===== config.mk =====
export PLATFORM = sky130hd
export DESIGN_NAME = dly_pair_seq
export DESIGN_NICKNAME = d
export VERILOG_FILES = /design/src/rtl/dly_pair_seq.sv
export SDC_FILE = /design/constraint.sdc
export NUM_CORES = 1
export LEC_CHECK = 0
export BUFFER_PORTS_ARGS = -buffer_cell sky130_fd_sc_hd__buf_2
export CAP_MARGIN = 20
export CELL_PAD_IN_SITES_DETAIL_PLACEMENT = 1
export CELL_PAD_IN_SITES_GLOBAL_PLACEMENT = 2
export CORE_MARGIN = 2
export CORE_UTILIZATION = 29
export DETAILED_ROUTE_END_ITERATION = 10
export PLACE_DENSITY = 0.83
export REMOVE_ABC_BUFFERS = 1
export SETUP_SLACK_MARGIN = 0.02
export SLEW_MARGIN = 5
export SYNTH_ARGS = -nofsm -noshare
export SYNTH_HDL_FRONTEND = slang
export SYNTH_SLANG_ARGS = --single-unit

===== constraint.sdc =====
create_clock -name clk -period 1.75 [get_ports clk]
set_input_delay 0.35 -clock clk [delete_from_list [all_inputs] [get_ports clk]]
set_output_delay 0.35 -clock clk [all_outputs]
set_load 0.02 [all_outputs]

===== src/rtl/dly_pair_seq.sv =====
module dly_pair_seq #(
  parameter int MAX_LEN = 16,
  localparam int CW = $clog2(MAX_LEN + 1)
) (
  input  logic          clk,
  input  logic          rst_n,
  input  logic          start,
  input  logic          func_mode,
  input  logic [CW-1:0] chain_len,
  output logic          scan_en,
  output logic          rated_sel,
  output logic          pi_v2,
  output logic          busy,
  output logic          done,
  output logic [CW-1:0] shift_cnt
);

  typedef enum logic [2:0] {
    ST_IDLE, ST_LOAD, ST_LAUNCH, ST_CAPT, ST_UNLOAD, ST_DONE
  } phase_t;

  phase_t        ph;
  logic [CW-1:0] len_q;
  logic          func_q;
  logic [CW-1:0] cnt;
  logic          last_shift;

  assign last_shift = (cnt == len_q - CW'(1));

  always_ff @(posedge clk or negedge rst_n) begin
    if (!rst_n) begin
      ph     <= ST_IDLE;
      len_q  <= '0;
      func_q <= 1'b0;
      cnt    <= '0;
    end else begin
      case (ph)
        ST_IDLE: begin
          cnt <= '0;
          if (start && chain_len != '0) begin
            ph     <= ST_LOAD;
            len_q  <= chain_len;
            func_q <= func_mode;
          end
        end
        ST_LOAD: begin
          if (last_shift) begin
            ph  <= ST_LAUNCH;
            cnt <= '0;
          end else begin
            cnt <= cnt + CW'(1);
          end
        end
        ST_LAUNCH: ph <= ST_CAPT;
        ST_CAPT: begin
          ph  <= ST_UNLOAD;
          cnt <= '0;
        end
        ST_UNLOAD: begin
          if (last_shift) begin
            ph  <= ST_DONE;
            cnt <= '0;
          end else begin
            cnt <= cnt + CW'(1);
          end
        end
        default: ph <= ST_IDLE;
      endcase
    end
  end

  assign scan_en   = (ph == ST_LOAD) || (ph == ST_UNLOAD) || (ph == ST_LAUNCH && !func_q);
  assign rated_sel = (ph == ST_LAUNCH) || (ph == ST_CAPT);
  assign pi_v2     = rated_sel;
  assign busy      = (ph != ST_IDLE) && (ph != ST_DONE);
  assign done      = (ph == ST_DONE);
  assign shift_cnt = cnt;

  assert_load_begins_at_zero_R2: assert property (@(posedge clk) disable iff (!rst_n)
    $rose(busy) |-> (scan_en && !rated_sel && shift_cnt == '0));

  assert_count_steps_R2: assert property (@(posedge clk) disable iff (!rst_n)
    (busy && !rated_sel && shift_cnt != '0) |-> (shift_cnt == $past(shift_cnt) + CW'(1)));

  assert_count_in_range_R6: assert property (@(posedge clk) disable iff (!rst_n)
    busy |-> (shift_cnt < len_q));

  assert_func_launch_no_scan_R4: assert property (@(posedge clk) disable iff (!rst_n)
    ($rose(rated_sel) && func_q) |-> !scan_en);

  assert_rated_two_edges_R5: assert property (@(posedge clk) disable iff (!rst_n)
    $rose(rated_sel) |=> (rated_sel && !scan_en));

  assert_rated_window_ends_R5: assert property (@(posedge clk) disable iff (!rst_n)
    (rated_sel && $past(rated_sel)) |=> !rated_sel);

  assert_unload_after_capture_R6: assert property (@(posedge clk) disable iff (!rst_n)
    $fell(rated_sel) |-> (scan_en && busy && shift_cnt == '0));

  assert_done_single_R7: assert property (@(posedge clk) disable iff (!rst_n)
    done |=> (!done && !busy));

  assert_idle_quiet_R1: assert property (@(posedge clk) disable iff (!rst_n)
    (!busy) |-> (!scan_en && !rated_sel && !pi_v2));

  assert_settings_held_R8: assert property (@(posedge clk) disable iff (!rst_n)
    (busy && $past(busy)) |-> ($stable(len_q) && $stable(func_q)));

endmodule


== Yosys cells after proc, flatten, opt, wreduce, memory -nomap -nowiden ==
Cells that the tools add are included.

* Register bits: 14
* Input bits: 9
* Output and inout port bits: 10

* Add/subtract/negate cells: 2
* Equality and inequality tests: 10
* Multiplexer cells: 6
* Reductions and logical operators: 15

{| class="wikitable"
|+ Operators with widths
! cell !! count
|-
| one-hot mux 3 bit (5 select lines) || 1
|-
| one-hot mux 5 bit (2 select lines) || 1
|-
| two-way mux 3 bit || 3
|-
| == test 3 x 2 -> 1 bit (second input constant) || 2
|-
| == test 3 bit (second input constant) || 2
|-
| != test 2 bit (second input constant) || 3
|-
| adder 5 x 1 -> 5 bit (second input constant) || 1
|-
| == test 5 bit || 1
|-
| two-way mux 5 bit || 1
|-
| nonzero test 5 bit || 1
|-
| subtractor 5 x 1 -> 5 bit (second input constant) || 1
|-
| OR reduction 2 bit || 2
|-
| == test 3 x 1 -> 1 bit (second input constant) || 1
|-
| logical AND 1 bit || 3
|-
| zero test 3 bit || 1
|-
| logical OR 1 bit || 3
|-
| != test 3 bit (second input constant) || 1
|-
| AND reduction 3 bit || 1
|-
| nonzero test 3 bit || 1
|-
| AND reduction 2 bit || 1
|-
| nonzero test 2 bit || 1
|-
| zero test 1 bit || 1
|}

== Logic depth before layout (Yosys ltp) ==
Gate-level depths: netlist of run 1.

* Word-level depth: 4
* Gate-level depth with buffers: 7

== Worst setup path after synthesis of run 1 ==
No wires, ideal clock.

* Path kind: reg-to-reg
* Start point: reg len_q[0]
* End point: reg ph[1]
* Setup time: 0.078 ns
* Arrival: 1.752 ns
* Required time: 1.672 ns
* Setup slack: -0.080 ns
* Cell stages (with the launch flop): 8
* Path buffers: 0
* Path through: dfrtp_1 > inv_1 > ha_1 > xnor2_1 > a211oi_2 > o311ai_2 > or3b_1 > a21oi_1

* Word-level cells in the longest chain between the ends: 4
* Elaborated cells between the ends (all ways): 5

{| class="wikitable"
|+ Ends and longest elaborated chain
! element !! RTL line !! RTL
|-
| start, declared || 23 || <nowiki>logic [CW-1:0] len_q;</nowiki>
|-
| start signal, assigned || 42 || <nowiki>len_q <= chain_len;</nowiki>
|-
| subtractor 5 x 1 -> 5 bit (*) || 28 || <nowiki>assign last_shift = (cnt == len_q - CW'(1));</nowiki>
|-
| == test 5 bit (*) || 28 ||
|-
| != test 2 bit (no line) || -- ||
|-
| AND reduction 3 bit (no line) (*) || -- ||
|-
| end signal, assigned || 32 || <nowiki>ph <= ST_IDLE;</nowiki>
|-
| end signal, assigned || 41 || <nowiki>ph <= ST_LOAD;</nowiki>
|-
| end signal, assigned || 48 || <nowiki>ph <= ST_LAUNCH;</nowiki>
|-
| end, declared || 22 || <nowiki>phase_t ph;</nowiki>
|}

Mark *: on every way between the ends. The rest lies on a longest branch, timed or not.
A chain may end at the register's enable or synchronous reset.

== Worst setup path in the final report of run 1 ==
* Start point: reg len_q[1]
* End point: reg ph[1]

The elaborated chain is that of the path after synthesis.

==> metrics.md, run 1 <==
| Metric | Value |
|---|---|
| Outcome | `finished, final reports clean` |
| HPWL after detailed placement | `1.59 mm` |
| FFs w/ async S/R, synth | `100%` |
| Leading post-synthesis cells by cell area | `dfrtp_1 (41%), mux2_2 (8.0%), xor2_1 (5.2%)` |
| Slew @ Worst Pin | `0.362 ns` |
| Seq pwr share | `61.5%` |
| Core area | `2760 µm²` |
| Worst hold slack | `0.300 ns` |
| Wirelength per Cell | `14.8 µm` |
| Fraction of power spent switching nets | `21.6%` |
| Cell depth of the worst flop-to-flop path | `7` |
| Clock sink total | `14` |
| Htree depth | `1` |
| Slew Limit Fails | `0` |
| Gpl congestion | `0.786` |
| Critical path type | `register to register` |
| CTS tree | `done` |
| Placement Cell Area | `1010 µm²` |
| Min-delay worst type | `input pin to register` |
| Drt initial violations | `14` |
| TritonCTS Buffers | `3` |
| Cell taking the most area after synthesis | `dfrtp_1` |
| Largest net degree at the start of global routing | `15` |
| Max-cap violation count | `0` |
| Count of input and output buffers | `18` |
| Std cell rows | `19` |
| Setup WS pre-CTS | `-0.0799 ns` |
| Clock tree buffer depth | `2` |
| Clock skew | `0.00120 ns` |
| Clock slew at reported path FFs | `0.08 ns` |
| Routed WL | `2.11 mm` |
| Netlist cell types | `33` |
| Root buf cell | `clkbuf_4` |
| Drt via density | `4.84` |
| Via count | `692` |
| Slew headroom | `75.8%` |
| Final worst slack | `0.00688 ns` |
| Unrepaired setup endpoints after global routing | `true` |
| Vias in the first global route | `736` |
| Placed insts | `136` |
| Endpoints failing hold | `0` |
| Synth warn | `0` |
| Post-route insts no fill | `143` |
| Critical Path Start Type | `register` |
| Latest clock arrival within the worst-skew pair | `0.28 ns` |
| Remaining DRCs | `0` |
| Die area | `3360 µm²` |
| Hold Path Depth | `2` |
| Synth Area per Inst | `10.1 µm²` |
| Req. time, crit path | `1.95 ns` |
| Share of layout cells above drive strength 1 | `47.3%` |
| First-pass GRT wire length | `3.41 mm` |
| Tmin final | `1.74 ns` |
| Seq cells post-synth | `14` |
| All-layer global routing usage | `13.2%` |
| Initial antenna violation count | `0` |
| Fin nets | `125` |
| Peak supply drop | `263 µV` |
| Leak Pwr | `0.520 nW` |
| Design Area, Final | `1130 µm²` |
| Cell Pwr Density | `463 nW/µm²` |
| Clock power frac | `34.6%` |
| Main synth FF type | `dfrtp_1` |
| IO Pins | `19` |
| Area growth syn-to-layout | `34.4%` |
| CP max FO | `4` |
| Internal | `0.000412 W` |
| Pre-Repair DR Iteration Count | `3` |
| Register area share after synthesis | `41.5%` |
| Post-Synthesis Cell Area | `845 µm²` |
| Antenna cell count | `0` |
| Pwr Total | `0.000526 W` |
| Die Wd | `58.0 µm` |
| Most frequent cell after synthesis | `dfrtp_1` |
| Die H | `58.0 µm` |
| Starting Density | `30.6%` |
| Total grt overflow | `0` |
| Crit path arrival time | `1.95 ns` |
| # setup viols final | `0` |
| Crit share post-route | `99.6%` |
| Post-synth top cells | `dfrtp_1 (14), nor2_1 (7), mux2_2 (6), nand2_1 (6), xor2_1 (5)` |
| Net switching power | `0.000114 W` |
| Post-route ant nets | `0` |
| Yosys top cell area share | `41.5%` |
| Post-synthesis cell count | `84` |
| Comb power frac | `3.9%` |
| FMAX | `0.574 GHz` |
| Number of flops mapped to enable cells by yosys | `0` |
| Crit. End Element | `register` |
[power groups by stage]
stage | combinational, W | sequential [W] | clock, W
global placement | 0.0000188 | 0.000330 | 0
finish | 0.0000207 | 0.000323 | 0.000182
global route | 0.0000243 | 0.000323 | 0.000203
detailed placement | 0.0000200 | 0.000330 | 0
floorplan | 0.00000215 | 0.000330 | 0
CTS | 0.0000216 | 0.000323 | 0.000190
[worst max-delay path, stage by stage, from the launching register on]
cell and delay [ns]:
dfrtp_1 0.40, inv_2 0.08, ha_4 0.14, nand4bb_1 0.13
a211oi_2 0.27, o311ai_4 0.15, or3b_1 0.37, a21oi_1 0.13
[flip-flops by register name, indices dropped and copies added, names as in the netlist]
name	count
func_q	1
len_q	5
ph	3
shift_cnt	5
[placed cells by master, fill, tap and decap left out, drive strengths merged]
| cell type | n |
|---|---|
| or2 | 1 |
| nor3b | 2 |
| mux2i | 1 |
| nand2b | 3 |
| nand2 | 6 |
| nor3 | 3 |
| o2bb2ai | 1 |
| nand3b | 1 |
| xnor2 | 4 |
| o21bai | 1 |
| clkbuf | 3 |
| dfrtp | 14 |
| or3b | 1 |
| a32o | 1 |
| nand4bb | 1 |
| ha | 2 |
| and2 | 2 |
| xor2 | 5 |
| a22o | 1 |
| dlygate4sd3 | 1 |
| inv | 2 |
| buf | 28 |
| a21oi | 3 |
| nand3 | 1 |
| o31ai | 1 |
| nand4 | 2 |
| mux2 | 6 |
| a21o | 1 |
| o21ai | 1 |
| nor2b | 3 |
| nor2 | 7 |
| a211oi | 1 |
| a21boi | 1 |
| o311ai | 1 |
[cells by family after synthesis]
| group | count (synthesis) | synth area share, % |
|---|---|---|
| compound gates | 13 | 12.6 |
| xor+xnor | 9 | 9.33 |
| fa+ha+maj | 2 | 2.96 |
| buf+inv | 6 | 3.11 |
| flops | 14 | 41.5 |
| mux | 7 | 9.18 |
| simple gates | 33 | 21.3 |
[layout make-up]
type / count / area, µm²
Clock buffer: 3 / 22.5
Fill cell: 332 / 1620
Sequential cell: 14 / 354
Timing Repair Buffer: 29 / 179
Tap cell: 31 / 38.8
Multi-Input combinational cell: 64 / 533
Inverter: 2 / 7.51
[final timing paths]
check	startpoint	slack (ns)	end
worst max-delay path	len_q[1]	0.007	ph[1]
worst max register to register	len_q[1]	0.007	ph[1]
min in group asynchronous	rst_n	0.49	func_q
worst min-delay path	func_mode	0.30	func_q
max in group asynchronous	rst_n	1.01	ph[1]
worst min register to register	func_q	0.53	func_q
[stage by stage]
step	utilization [%]	setup TNS, ns
finish	41.2	0
floorplan	-	-0.0802
CTS	38.3	-0.0392
global placement	36.5	-0.0106
global route	41.2	-0.0708
detailed placement	36.5	-0.191
[per-layer routing]
layer  vias to the layer above  track usage [%]  part of all wire, %
met4                         0             4.98                    0
met5                         -                0                    0
met2                        11             21.4                   53
met1                       332             17.8                   44
li1                        349                -                    -
met3                         0             2.01                  3.2
[repair_timing]
| item | 4_1_cts | 5_1_grt |
|---|---|---|
| endpoints found under the setup margin | 7 | 8 |
| gates resized for setup | 7 | 12 |
| buffers inserted | 1 | 2 |
| hold endpoints to repair | 14 | 0 |
| pin swaps | 7 | 1 |
| cloned | 0 | 0 |
| hold buffers | 1 | 0 |
(Power assumes the default switching activity.)
==> inputs of run 2 (changes only) <==
--- a/config.mk
+++ b/config.mk
@@ -5,12 +5,13 @@
 export SDC_FILE = /design/constraint.sdc
 export NUM_CORES = 1
 export LEC_CHECK = 0
+export ABC_AREA = 1
 export BUFFER_PORTS_ARGS = -buffer_cell sky130_fd_sc_hd__buf_2
 export CAP_MARGIN = 20
 export CELL_PAD_IN_SITES_DETAIL_PLACEMENT = 1
 export CELL_PAD_IN_SITES_GLOBAL_PLACEMENT = 2
 export CORE_MARGIN = 2
-export CORE_UTILIZATION = 29
+export CORE_UTILIZATION = 26
 export DETAILED_ROUTE_END_ITERATION = 10
 export PLACE_DENSITY = 0.83
 export REMOVE_ABC_BUFFERS = 1
==> run 2 against run 1 <==
  * Register-to-register slack gained 0.13 ns
  * Largest cell class unchanged
  * Cell count grew 40%
  * Maximum frequency grew 3.6%
  * Power is essentially flat
  * Critical path type is now register to output pin
==> metrics.md, run 2 <==
| Metric | Value |
|---|---|
| Outcome | `finished, final reports clean` |
| Endpoints failing hold | `0 (unchanged)` |
| Post-route ant nets | `0 (unchanged)` |
| Main synth FF type | `dfrtp_1` |
| # setup viols final | `0 (unchanged)` |
| Die area | `3960 µm² (+18%)` |
| Latest clock arrival within the worst-skew pair | `0.28 ns (about the same)` |
| Placement Cell Area | `1040 µm² (+3.7%)` |
| Crit share post-route | `96.1% (-3.5 points)` |
| First-pass GRT wire length | `4.02 mm (+18%)` |
| Register area share after synthesis | `38.8% (-2.6 points)` |
| TritonCTS Buffers | `3 (unchanged)` |
| Req. time, crit path | `1.40 ns (-0.55 ns)` |
| Routed WL | `2.32 mm (+9.6%)` |
| Critical path type | `register to output pin` |
| Post-Synthesis Cell Area | `902 µm² (+6.8%)` |
| Vias in the first global route | `902 (+23%)` |
| Tmin final | `1.68 ns (-0.0609 ns)` |
| Max stage delay on crit path | `0.47 ns (+0.07 ns)` |
| Area growth syn-to-layout | `29.8%` |
| Multi-input gate area | `497 µm² (-6.8%)` |
| Most frequent cell after synthesis | `nand2_1` |
| Slew @ Worst Pin | `0.438 ns (+0.0762 ns)` |
| Starting Density | `27.0% (-3.6 points)` |
| CP max-delay cell | `dfrtp_2` |
| Seq cells post-synth | `14 (unchanged)` |
| Antenna cell count | `0 (unchanged)` |
| Root buf cell | `clkbuf_4` |
| Met2 Use GR | `22.9% (+1.4 points)` |
| Post-synthesis cell count | `127 (+51%)` |
| Clock slew at reported path FFs | `0.09 ns (about the same)` |
| CP max FO | `5 (+1)` |
| # fillers | `434 (+31%)` |
| Std cell rows | `21 (+2)` |
| Count of input and output buffers | `18 (unchanged)` |
| Clock sink total | `14 (unchanged)` |
| IO Pins | `19 (unchanged)` |
| Die H | `62.9 µm (+8.5%)` |
| FFs w/ async S/R, synth | `100% (unchanged)` |
| Clock skew | `0.00952 ns (+0.00832 ns)` |
| Total grt overflow | `0 (unchanged)` |
| CP bufs+invs | `2 (+1)` |
| Drt via density | `4.37 (-9.7%)` |
| Number of flops mapped to enable cells by yosys | `0 (unchanged)` |
| Critical Path, Cell by Cell | `nor2_2, nand2_1, nand2_2, inv_2, o21ai_1, buf_4` |
| Slew Limit Fails | `0 (unchanged)` |
| Leading post-synthesis cells by cell area | `dfrtp_1 (39%), nand2_1 (17%), inv_1 (7.5%)` |
| Htree depth | `1 (unchanged)` |
| Clock tree buffer depth | `2 (unchanged)` |
| Leak Pwr | `0.606 nW (+16%)` |
| Design Area, Final | `1170 µm² (+3.2%)` |
| Wirelength per Cell | `11.6 µm (-22%)` |
| Share of layout cells above drive strength 1 | `33.8% (-14 points)` |
| Die Wd | `62.9 µm (+8.5%)` |
| Worst setup path startpoint | `ph[1]` |
| HP Start | `chain_len[4]` |
| Initial antenna violation count | `0 (unchanged)` |
| FMAX | `0.594 GHz (+3.6%)` |
| Met1 Track Usage GR | `15.3% (-2.6 points)` |
| Yosys top cell area share | `38.8% (-2.6 points)` |
| Netlist cell types | `22 (-33%)` |
| Post-synth top cells | `nand2_1 (41), inv_1 (18), dfrtp_1 (14), nand3_1 (13), nor2_1 (8)` |
| Core area | `3340 µm² (+21%)` |
| Pre-Repair DR Iteration Count | `4 (+1)` |
| Largest net degree at the start of global routing | `15 (unchanged)` |
| Synth warn | `0 (unchanged)` |
| Met3 Use GR | `1.08% (-0.93 points)` |
| Drt initial violations | `6 (-8)` |
| Worst r2r src | `len_q[0]` |
| Commonest non-fill, non-tap cell in the layout | `nand2_1` |
| Worst hold slack | `0.296 ns (-0.00450 ns)` |
| Remaining DRCs | `0 (unchanged)` |
| All-layer global routing usage | `12.4% (-0.83 points)` |
| HPWL after detailed placement | `1.82 mm (+14%)` |
| Via count | `874 (+26%)` |
| Crit. End Element | `output pin` |
| Crit path arrival time | `1.33 ns (-0.62 ns)` |
| Most frequent cells in the layout | `nand2_1 (41), buf_2 (17), inv_1 (16), nand3_1 (13), dfrtp_1 (11)` |
| Final core occ | `35.1% (-6.1 points)` |
| CTS tree | `done` |
| Gpl congestion | `0.750 (-4.7%)` |
| Fin nets | `167 (+34%)` |
| GR peak layer | `met2` |
| Storage element area | `354 µm² (unchanged)` |
| Cell taking the most area after synthesis | `dfrtp_1` |
| Max-cap violation count | `0 (unchanged)` |
| Peak supply drop | `127 µV (-52%)` |
| Unrepaired setup endpoints after global routing | `true` |
| Min-delay worst type | `input pin to register` |
| Slew headroom | `70.8% (-5.0 points)` |
| Synth Area per Inst | `7.10 µm² (-29%)` |
| Critical Path Start Type | `register` |
| Cell Pwr Density | `449 nW/µm² (-3.1%)` |
| Worst path top cell family by delay | `flip-flops` |
[run 2: changes by cell type after synthesis, moves of 3 or more]
cell	change
clkbuf_1	-3
o21ai_1	+3
nor2_2	+3
mux2_2	-6
inv_1	+16
nor2b_1	-3
inv_2	+4
nand2_1	+35
xnor2_1	-4
nand2b_1	-3
nand3_1	+12
[run 2: worst paths after layout]
path,end,cells after the start,slack [ns]
hold reg to reg,func_q,2,0.52
setup reg to reg,ph[0],11,0.14
min in group asynchronous,ph[1],2,0.50
setup / recovery,scan_en,6,0.07
max in group asynchronous,ph[0],2,0.98
hold / removal,len_q[4],2,0.30
[run 2: power by group]
group	total [W]	switching [W]	internal, W
sequential	0.000323	0	0.000323
combinational	0.0000214	0.0000124	0.00000900
clock	0.000181	0.000102	0.0000797
[run 2: final cells by class]
cell class / instances / share of cell area (%)
multi-input cells: 89 / 42.4
repair buffers: 26 / 13.2
clock buffers: 3 / 1.92
inverters: 22 / 7.26
flip-flops and latches: 14 / 30.2
well taps: 46 / 4.91
[run 2: per-layer routing]
metal | share of wire, % | vias to the layer above
met4 | 0.52 | 0
met3 | 2.0 | 2
met5 | 0 | -
li1 | - | 448
met2 | 50 | 11
met1 | 47 | 413
[run 2: cells by family (layout without fill, tap and decap cells)]
logic type	count (synthesis)	count (layout)	synth area share [%]
fa+ha+maj	2	2	2.77
simple gates	72	72	35.4
compound gates	12	12	9.57
xor+xnor	3	3	2.91
buf+inv	24	51	10.5
flops	14	14	38.8
[run 2: repair_timing]
item                                    4_1_cts  5_1_grt
gates resized for setup                       4       11
buffers inserted                              2        4
pin swaps                                     0        4
endpoints found under the hold margin        14        0
endpoints found under the setup margin        4        8
hold buffers                                  1        0
[run 2: per-stage QoR]
stage          setup TNS, ns  cells  total power [W]  setup WS [ns]
6_report                   0    200         0.000526         0.0678
5_1_grt              -0.0125    200         0.000554        -0.0125
4_1_cts            -0.000321    196         0.000543      -0.000321
3_5_place_dp               0    190         0.000351        0.00417
3_3_place_gp               0    190         0.000350          0.130
2_1_floorplan         -0.294    125         0.000333         -0.294
